`config.mk`:
```
export PLATFORM = sky130hd
export DESIGN_NAME = rsv_top
export DESIGN_NICKNAME = d
export VERILOG_FILES = /design/src/rtl/rsv_pkg.sv /design/src/rtl/rsv_kick_detect.sv /design/src/rtl/rsv_watchdog.sv /design/src/rtl/rsv_release_timer.sv /design/src/rtl/rsv_top.sv
export SDC_FILE = /design/constraint.sdc
export NUM_CORES = 1
export LEC_CHECK = 0
export ABC_AREA = 1
export CAP_MARGIN = 20
export CORE_ASPECT_RATIO = 1.4
export CORE_MARGIN = 2
export CORE_UTILIZATION = 37
export DETAILED_ROUTE_END_ITERATION = 16
export HOLD_SLACK_MARGIN = 0.15
export PLACE_DENSITY = 0.55
export SETUP_SLACK_MARGIN = 0.2
export SLEW_MARGIN = 20
export SYNTH_ARGS = -nofsm -noshare
export SYNTH_HDL_FRONTEND = slang
export SYNTH_HIERARCHICAL = 1
export SYNTH_SLANG_ARGS = --single-unit
```
`constraint.sdc`:
```
create_clock -name clk -period 6.4 [get_ports clk]
set_input_delay 0.96 -clock clk [delete_from_list [all_inputs] [get_ports clk]]
set_output_delay 0.96 -clock clk [all_outputs]
set_load 0.02 [all_outputs]
```
`src/rtl/rsv_pkg.sv`:
```
package rsv_pkg;

    // Watchdog period codes; the 2-bit value is what the status bits carry
    typedef enum logic [1:0] {
        WD_LONG  = 2'b00,
        WD_MID   = 2'b01,
        WD_SHORT = 2'b10,
        WD_OFF   = 2'b11
    } wd_sel_e;

    // Reset phase of the release timer
    typedef enum logic {
        PH_RUN  = 1'b0,
        PH_HOLD = 1'b1
    } phase_e;

    // Events passed from the watchdog path to the top
    typedef struct packed {
        logic kick;
        logic trip;
    } wd_evt_t;

    function automatic int unsigned max3(input int unsigned a,
                                         input int unsigned b,
                                         input int unsigned c);
        int unsigned m;
        m = (a > b) ? a : b;
        return (m > c) ? m : c;
    endfunction

endpackage

```
`src/rtl/rsv_kick_detect.sv`:
```
module rsv_kick_detect (
    input  logic clk,
    input  logic rst,
    input  logic cs_n,
    output logic kick
);
    logic cs_q;

    always_ff @(posedge clk) begin
        if (rst) cs_q <= 1'b1;
        else     cs_q <= cs_n;
    end

    // high-to-low transition between two samples
    assign kick = cs_q & ~cs_n;

    // a kick is only seen when the line is low afterwards
    a_r5_kick_then_low: assert property (@(posedge clk) disable iff (rst)
        kick |=> !cs_q);

endmodule

```
`src/rtl/rsv_watchdog.sv`:
```
module rsv_watchdog
    import rsv_pkg::*;
#(
    parameter int unsigned WD_LONG_CYC  = 175_000_000,
    parameter int unsigned WD_MID_CYC   = 75_000_000,
    parameter int unsigned WD_SHORT_CYC = 25_000_000
) (
    input  logic       clk,
    input  logic       rst,
    input  logic       hold,
    input  logic       kick,
    input  logic [1:0] wd_sel,
    output logic       trip
);
    localparam int unsigned TMAX = max3(WD_LONG_CYC, WD_MID_CYC, WD_SHORT_CYC);
    localparam int CW = $clog2(TMAX + 1);

    logic [CW-1:0] cnt;
    logic [CW-1:0] limit_m1;
    logic          enabled;
    wd_sel_e       sel;

    assign sel = wd_sel_e'(wd_sel);

    always_comb begin
        enabled  = 1'b1;
        limit_m1 = '0;
        case (sel)
            WD_LONG:  limit_m1 = CW'(WD_LONG_CYC - 1);
            WD_MID:   limit_m1 = CW'(WD_MID_CYC - 1);
            WD_SHORT: limit_m1 = CW'(WD_SHORT_CYC - 1);
            default:  enabled  = 1'b0;
        endcase
    end

    // >= so that a shortened period fires at once
    assign trip = enabled & ~hold & ~kick & (cnt >= limit_m1);

    always_ff @(posedge clk) begin
        if (rst || hold || !enabled || kick || trip) cnt <= '0;
        else                                         cnt <= cnt + 1'b1;
    end

    // disabled code never trips
    a_r8_off_no_trip: assert property (@(posedge clk) disable iff (rst)
        (wd_sel == 2'b11) |-> !trip);

    // kick clears the count
    a_r5_kick_clears: assert property (@(posedge clk) disable iff (rst)
        kick |=> (cnt == '0));

    // count never runs past the longest period
    a_r6_count_bounded: assert property (@(posedge clk) disable iff (rst)
        cnt <= CW'(TMAX - 1));

    // count restarts from zero while reset is held
    a_r9_zero_in_hold: assert property (@(posedge clk) disable iff (rst)
        hold |=> (cnt == '0));

endmodule

```
`src/rtl/rsv_release_timer.sv`:
```
module rsv_release_timer
    import rsv_pkg::*;
#(
    parameter int unsigned RELEASE_CYC = 25_000_000
) (
    input  logic clk,
    input  logic rst,
    input  logic supply_ok,
    input  logic trip,
    output logic hold
);
    localparam int RW = $clog2(RELEASE_CYC + 1);

    phase_e        phase;
    logic [RW-1:0] cnt;

    always_ff @(posedge clk) begin
        if (rst) begin
            phase <= PH_HOLD;
            cnt   <= '0;
        end else if (!supply_ok || trip) begin
            phase <= PH_HOLD;
            cnt   <= '0;
        end else if (phase == PH_HOLD) begin
            if (cnt == RW'(RELEASE_CYC - 1)) begin
                phase <= PH_RUN;
                cnt   <= '0;
            end else begin
                cnt <= cnt + 1'b1;
            end
        end
    end

    assign hold = (phase == PH_HOLD);

    // power-on reset forces the hold phase
    a_r1_reset_holds: assert property (@(posedge clk)
        rst |=> hold);

    // a low supply sample clears the release count
    a_r4_low_clears: assert property (@(posedge clk) disable iff (rst)
        !supply_ok |=> (hold && cnt == '0));

    // a watchdog trip enters the hold phase
    a_r9_trip_holds: assert property (@(posedge clk) disable iff (rst)
        trip |=> hold);

    // release only follows a good supply sample
    a_r2_release_on_ok: assert property (@(posedge clk) disable iff (rst)
        $fell(hold) |-> $past(supply_ok));

endmodule

```
`src/rtl/rsv_top.sv`:
```
module rsv_top
    import rsv_pkg::*;
#(
    parameter int unsigned RELEASE_CYC  = 25_000_000,
    parameter int unsigned WD_LONG_CYC  = 175_000_000,
    parameter int unsigned WD_MID_CYC   = 75_000_000,
    parameter int unsigned WD_SHORT_CYC = 25_000_000
) (
    input  logic       clk,
    input  logic       rst,
    input  logic       supply_ok,
    input  logic       cs_n,
    input  logic [1:0] wd_sel,
    output logic       sys_rst
);
    wd_evt_t evt;
    logic    hold;

    rsv_kick_detect u_kick (
        .clk  (clk),
        .rst  (rst),
        .cs_n (cs_n),
        .kick (evt.kick)
    );

    rsv_watchdog #(
        .WD_LONG_CYC  (WD_LONG_CYC),
        .WD_MID_CYC   (WD_MID_CYC),
        .WD_SHORT_CYC (WD_SHORT_CYC)
    ) u_wd (
        .clk    (clk),
        .rst    (rst),
        .hold   (hold),
        .kick   (evt.kick),
        .wd_sel (wd_sel),
        .trip   (evt.trip)
    );

    rsv_release_timer #(
        .RELEASE_CYC (RELEASE_CYC)
    ) u_rel (
        .clk       (clk),
        .rst       (rst),
        .supply_ok (supply_ok),
        .trip      (evt.trip),
        .hold      (hold)
    );

    // supply loss reaches the output without waiting for a clock edge
    assign sys_rst = hold | ~supply_ok;

    // a low supply keeps reset up on the following cycle
    a_r3_low_keeps_rst: assert property (@(posedge clk) disable iff (rst)
        !supply_ok |=> sys_rst);

endmodule

```
* Word level (Yosys, flattened, before mapping) *
Cells that the tools add are included.

word-level totals
  bits in registers = 55
  latch bits = 0
  memory bits (writable) = 0
  bits in read-only memories = 0
  bits of input ports = 6
  logic and storage cells = 34
  memories kept = 0

cells by class
  $add $sub $neg = 2
  multiply operators = 0
  divide/modulo/power cells = 0
  magnitude comparators = 1
  equality and inequality tests = 3
  shift-type cells = 0
  mux-type cells = 5
  bitwise logic cells = 9
  reductions and logical operators = 10

operators by type and width
  operator                                              number
  one-hot mux 28 bit (3 select lines)                   1
  adder 28 x 1 -> 28 bit (second input constant)        1
  >= comparator 28 bit                                  1
  adder 25 x 1 -> 25 bit (second input constant)        1
  equality test 25 bit (second input constant)          1
  two-way mux 25 bit                                    1
  logical OR 1 bit                                      5
  AND 1 bit                                             4
  inverter 1 bit                                        4
  two-way mux 1 bit                                     3
  OR reduction 3 bit                                    1
  equality test 2 x 1 -> 1 bit (second input constant)  1
  equality test 2 bit (second input constant)           1
  logical NOT 1 bit                                     2
  logical NOT 2 bit                                     1
  OR reduction 2 bit                                    1
  bitwise OR 1 bit                                      1

* Depth between registers and ports, before layout *
Gate-level depths: netlist (run 1).

  word-level depth = 8
  depth in mapped cells = 16
  mapped depth without buffers = 15

* Cells and area by module *
The synthesis (run 1) kept the hierarchy.

by module, submodules not included
  module             instances  cells an instance  area each (µm²)  seq. area each (µm²)
  rsv_watchdog       1          336                2238.4           560.5
  rsv_release_timer  1          227                1524.0           520.5
  rsv_kick_detect    1          6                  38.8             20.0
  rsv_top            1          2                  7.5              0.0

* Least setup slack after synthesis (run 1) *
OpenSTA, ideal clock, no wires.

  kind = input-to-reg
  start = in wd_sel[0]
  end = reg u_rel.cnt[7]
  setup time = 80 ps
  arrival = 3039 ps
  data required time = 6320 ps
  setup slack = 3280 ps
  cell stages on the path = 13
  path through = ha_1 -> o21bai_1 -> ha_1 -> or2_2 -> nand2_1 -> nor2_1 -> nor2_1 -> nand2_1 -> nand2_1 -> a21oi_1 -> nor3_4 -> clkinv_1 -> nor3b_1

RTL lines
  element               RTL line                 text
  start, declared       rsv_top.sv:13            input logic [1:0] wd_sel,
  end signal, assigned  rsv_release_timer.sv:29  cnt <= cnt + 1'b1;
  end, declared         rsv_release_timer.sv:15  logic [RW-1:0] cnt;

==> flow_metrics.env, run 1 <==
export IMPL_p_switching_w=0.0001551
export IMPL_first_iter_violations=119
export IMPL_yosysUniqueCellTypes=31
export IMPL_synth_seq_area_share=0.2891
export IMPL_muxShareOfSynthArea=0
export IMPL_max_cap_violations=0
export IMPL_status="complete, no violations"
export IMPL_avgSynthCellArea_um2=6.670
export IMPL_use_met2=0.3433
export IMPL_worst_pin_slew_ns=0.8614
export IMPL_hold_path_class="register to register"
export IMPL_critPathMostFrequentCell="ha_1"
export IMPL_grt_max_degree=29
export IMPL_power_internal_w=0.0005009
export IMPL_hpwl_mm=7.245
export IMPL_slew_violations=0
export IMPL_synthAdderAreaFrac=0.09527
export IMPL_insertion_delay_ns=0.30
export IMPL_clock_power_share=0.432
export IMPL_post_cts_setup_buffers=0
export IMPL_critPathMaxFanout=10
export IMPL_cts_tree="yes"
export IMPL_synth_nets=606
export IMPL_finClkSkew_ns=0.009197
export IMPL_leakagePower_nw=1.609
export IMPL_grtUsageMet1=0.1716
export IMPL_wl_per_cell_um=12.77
export IMPL_rsz0062_at_grt="no"
export IMPL_mostFrequentLayoutCells="131 x nand2_1, 98 x nor2_1, 88 x inv_1"
export IMPL_ctsHoldBuffers=0
export IMPL_synth_compound_area_frac=0.02431
export IMPL_grt_pass1_wl_mm=15.21
export IMPL_drc=0
export IMPL_syn_area_um2=3809
export IMPL_antenna_found_initial=0
export IMPL_grt_pass1_vias=3292
export IMPL_nets=612
export IMPL_cts_resized=0
export IMPL_p_seq_frac=0.523
export IMPL_ctsLongestPathBuffers=2
export IMPL_min_period_over_period=0.5928
export IMPL_cp_start_kind="input pin"
export IMPL_hold_viol=0
export IMPL_fillers=1057
export IMPL_io_pins=7
export IMPL_ant_nets=0
export IMPL_cp_cell_sequence="clkdlybuf4s50_1, ha_1, ha_1, a21o_1, nor2_1, o21ai_0, nor2_2, a21oi_1, nor3_4, clkinv_1, nor3b_1"
export IMPL_tns_ns=0
export IMPL_start_util=0.3827
export IMPL_final_common_cell="nand2_1"
export IMPL_slowest_stage="clkdlybuf4s50_1"
export IMPL_whs_ns=0.4896
export IMPL_numPlacedInstances=705
export IMPL_vdd_ir_drop_max_uv=106.9
export IMPL_busiest_layer="met2"
export IMPL_combinationalPowerShare=0.045
export IMPL_grt_usage=0.1729
export IMPL_vias_per_cell=4.770
export IMPL_synth_async_reset_ratio=0
export IMPL_place_gp_congestion=0.9304
export IMPL_core_region_area_um2=9953
export IMPL_port_buffers=6
export IMPL_ys_ff_latch=55
export IMPL_rows=43
export IMPL_synth_top_family_by_area="simple AND/OR/NAND/NOR gates"
export IMPL_relSlewSlack=0.4249
export IMPL_synth_edf_count=0
export IMPL_setup_violations=0
export IMPL_path_class="input pin to register"
export IMPL_antenna_cells=0
export IMPL_stdcell_count=713
export IMPL_via_count=3401
export IMPL_numCtsBuffers=5
export IMPL_endpoint_kind="register"
export IMPL_drive_gt1_frac=0.09170
export IMPL_yosys_area_share_simple=0.4143
export IMPL_wirelength_mm=9.102
export IMPL_cp_required_ns=6.61
export IMPL_ys_warn_count=6
export IMPL_dieArea_um2=11130
export IMPL_postLayoutCoreUtil=0.4148
export IMPL_slowest_delay_ns=0.57
export IMPL_dieWidth_um=89.75
export IMPL_grt_util_met3=0.02420
export IMPL_synthFlopType="dfxtp_1"
export IMPL_p_sw_frac=0.2365
export IMPL_synth_xor_area_frac=0.06899
export IMPL_cts_max_level=2
export IMPL_syn2layout_area_growth_pct=8.410
export IMPL_die_h_um=124.0
export IMPL_min_period_ns=3.794
export IMPL_power_density_nw_per_um2=158.9
export IMPL_grt_ovfl_total=0
export IMPL_cts_root_buffer="clkbuf_16"
export IMPL_synth_cells=571
export IMPL_clkTransAtPathRegs_ns=0.08
export IMPL_clock_sinks=55
export IMPL_worstPathArrival_ns=4.00
export IMPL_clock_fmax_mhz=263.6
export IMPL_dr_pass1_iters=4
cells in the mapped netlist (4+ instances only):
master / instances / area [um2]
nor3_1: 11 / 55.05
nand2_2: 6 / 37.54
nand2_1: 131 / 491.7
inv_2: 5 / 18.77
ha_1: 29 / 362.9
nor2_2: 21 / 131.4
inv_1: 88 / 330.3
xor2_1: 22 / 192.7
xnor2_1: 8 / 70.07
a21oi_1: 10 / 50.05
nand3b_1: 4 / 30.03
nand3_1: 38 / 190.2
nor2_1: 98 / 367.9
dfxtp_1: 55 / 1101
o21ai_0: 4 / 20.02
nand4_1: 15 / 93.84
stage by stage:
step	setup WS, ns	total power (W)	cell area, um2
final	2.606	0.0006560	4129
after global routing	2.287	0.0006849	4129
after CTS	2.553	0.0006680	4129
after detailed placement	2.268	0.0003812	3979
after global placement	2.406	0.0003801	3979
after floorplan	3.280	0.0003713	3809
layout make-up:
cell class                      instances  area [um2]  share of cell area
Tap cell                              135       168.9             0.04091
Timing Repair Buffer                    6       60.06             0.01455
Inverter                               94       352.8             0.08545
Multi-Input combinational cell        415        2296              0.5561
Sequential cell                        55        1101              0.2667
Clock buffer                            5       125.1             0.03030
Clock inverter                          3       25.02            0.006061
sequential cells by signal (all words and copies together) (netlist names):
| register | flops |
|---|---|
| u_rel/cnt | 25 |
| u_wd/cnt | 28 |
| u_kick/cs_q | 1 |
| u_rel/hold | 1 |
routing by layer:
layer,wire [um],up-vias
li1,-,1784
met1,3662,1547
met2,4812,49
met3,217,21
met4,409,0
met5,0,-
worst max-delay path: cells and delay by family:
family | cells | cell delay, ns
AO/OA/AOI/OAI | 3 | 0.44
adder cells (fa/ha/maj) | 2 | 0.78
AND/OR/NAND/NOR | 4 | 0.93
buffers and inverters | 2 | 0.88
power by group through the flow:
stage	clock network, W	logic (W)	registers (W)
2_1_floorplan	0	0.0000199	0.000351
3_3_place_gp	0	0.0000286	0.000351
3_5_place_dp	0	0.0000297	0.000351
4_1_cts	0.000295	0.0000300	0.000343
5_1_grt	0.000308	0.0000339	0.000344
6_report	0.000283	0.0000294	0.000343
final timing paths:
check                           cells after the start  slack, ns      endpoint         start
worst max-delay path                               11       2.61  u_rel/cnt[7]     wd_sel[0]
worst min-delay path                                1       0.49   u_wd/cnt[0]   u_wd/cnt[0]
worst max register to register                     12       3.89  u_rel/cnt[7]  u_wd/cnt[22]
worst min register to register                      1       0.49   u_wd/cnt[0]   u_wd/cnt[0]
cells by family (layout without fill, tap and decap cells):
| group | Yosys count | count (layout) |
|---|---|---|
| flops | 55 | 55 |
| fa+ha+maj | 29 | 29 |
| compound gates | 17 | 17 |
| buf+inv | 101 | 108 |
| simple gates | 339 | 339 |
| xor+xnor | 30 | 30 |
No activity file was read; power rests on OpenSTA's default activity.
==> run 2: changes to the inputs <==
Clock period 6.4 ns to 3.6 ns, I/O delays scaled along.
==> flow_metrics.env, run 2 (same netlist as run 1, synthesis figures left out) <==
export IMPL_status="complete, no violations"
export IMPL_wl_per_cell_um=12.95
export IMPL_insertion_delay_ns=0.30
export IMPL_reg_largest_list="u_wd/cnt x28, u_rel/cnt x25"
export IMPL_cts_tree="yes"
export IMPL_path_class="input pin to register"
export IMPL_numCtsBuffers=5
export IMPL_hold_viol=0
export IMPL_dieArea_um2=11130
export IMPL_setup_violations=0
export IMPL_top_register="u_wd/cnt"
export IMPL_final_common_cell="nand2_1"
export IMPL_postLayoutCoreUtil=0.4228
export IMPL_hold_path_class="register to register"
export IMPL_max_cap_violations=0
export IMPL_antenna_cells=0
export IMPL_finClkSkew_ns=0.007701
export IMPL_mostFrequentLayoutCells="131 x nand2_1, 98 x nor2_1, 88 x inv_1"
export IMPL_clock_sinks=55
export IMPL_r2r_cells=14
export IMPL_endpoint_kind="register"
export IMPL_die_h_um=124.0
export IMPL_multi_input_area_um2=2303
export IMPL_leakagePower_nw=1.652
export IMPL_cts_root_buffer="clkbuf_16"
export IMPL_clkTransAtPathRegs_ns=0.07
export IMPL_ctsLongestPathBuffers=2
export IMPL_relSlewSlack=0.7000
export IMPL_dr_pass1_iters=4
export IMPL_grt_pass1_wl_mm=15.71
export IMPL_start_util=0.3827
export IMPL_fin_area_um2=4208
export IMPL_drc=0
export IMPL_nets=618
export IMPL_r2r_setup_slack_ns=1.35
export IMPL_whs_path_depth=2
export IMPL_grt_ovfl_total=0
export IMPL_power_density_nw_per_um2=294.8
export IMPL_slew_violations=0
export IMPL_rsz0062_at_grt="no"
export IMPL_ctsHoldBuffers=0
export IMPL_place_area_um2=4001
export IMPL_clock_fmax_mhz=322.5
export IMPL_grt_max_degree=29
export IMPL_first_iter_violations=161
export IMPL_largest_reg_flops=28
export IMPL_grt_usage=0.1757
export IMPL_min_period_over_period=0.8614
export IMPL_vdd_ir_drop_max_uv=162.6
export IMPL_antenna_found_initial=0
export IMPL_dp_slack_ns=0.04114
export IMPL_place_gp_congestion=0.9225
export IMPL_min_period_ns=3.101
export IMPL_worst_pin_slew_ns=0.4465
export IMPL_timing_final_ws_setup_ns=0.4991
export IMPL_cp_required_ns=3.83
export IMPL_critPathMaxFanout=7
export IMPL_ant_nets=0
export IMPL_wirelength_mm=9.309
export IMPL_rows=43
export IMPL_via_count=3412
export IMPL_seq_area_um2=1101
export IMPL_cp_start_kind="input pin"
export IMPL_syn2layout_area_growth_pct=10.48
export IMPL_io_pins=7
export IMPL_drive_gt1_frac=0.1045
export IMPL_tns_ns=0
export IMPL_dieWidth_um=89.75
export IMPL_worstPathArrival_ns=3.33
export IMPL_hpwl_mm=7.439
export IMPL_grt_pass1_vias=3304
export IMPL_cts_max_level=2
export IMPL_port_buffers=6
export IMPL_core_region_area_um2=9953
export IMPL_vias_per_cell=4.745
export IMPL_fillers=1047
run 2: layout make-up:
class,instances,area share
inverters,94,0.08475
repair buffers,12,0.02498
clock inverters,3,0.01130
clock buffers,5,0.02974
multi-input cells,415,0.5474
well taps,135,0.04014
flip-flops and latches,55,0.2617
run 2: per-layer routing:
| layer | up-vias | GRT usage | share of wire |
|---|---|---|---|
| li1 | 1790 | - | - |
| met1 | 1547 | 0.1810 | 0.40 |
| met2 | 55 | 0.3456 | 0.54 |
| met3 | 20 | 0.02238 | 0.030 |
| met4 | 0 | 0.09712 | 0.034 |
| met5 | - | 0 | 0 |
run 2: repair_timing:
action | in CTS | in global routing
endpoints found under the setup margin | 0 | 10
resized for setup | 0 | 3
endpoints found under the hold margin | 0 | 0
buffers inserted | 0 | 3
run 2: power breakdown:
| part | internal, W | total [W] | switching (W) |
|---|---|---|---|
| Combinational | 0.0000244 | 0.0000587 | 0.0000343 |
| Sequential | 0.000609 | 0.000611 | 0.00000124 |
| Clock | 0.000333 | 0.000571 | 0.000239 |
run 2: per-stage QoR:
| stage | total power, W | instances | hold slack [ns] |
|---|---|---|---|
| floorplan | 0.0006601 | 571 | 0.4407 |
| global placement | 0.0006779 | 708 | 0.4686 |
| detailed placement | 0.0006800 | 708 | 0.4747 |
| CTS | 0.001259 | 716 | 0.4934 |
| global route | 0.001293 | 719 | 0.5216 |
| finish | 0.001241 | 719 | 0.4901 |
run 2: worst max-delay path: stages:
cell and delay, ns:
clkdlybuf4s50_1 0.57, inv_1 0.12, ha_1 0.20, o21bai_1 0.20, ha_1 0.28, or2_2 0.30
nand2_1 0.07, nor2_1 0.03, nor2_1 0.08, nand2_1 0.05, nand2_1 0.11, a21oi_1 0.13
nor3_4 0.19, clkinvlp_4 0.20, buf_4 0.17, nor2_1 0.09
run 2: worst paths after layout:
check	startpoint	endpoint
max reg2reg	u_wd/cnt[26]	u_rel/cnt[23]
min	u_rel/cnt[13]	u_rel/cnt[13]
min reg2reg	u_rel/cnt[13]	u_rel/cnt[13]
max	wd_sel[0]	u_rel/cnt[4]
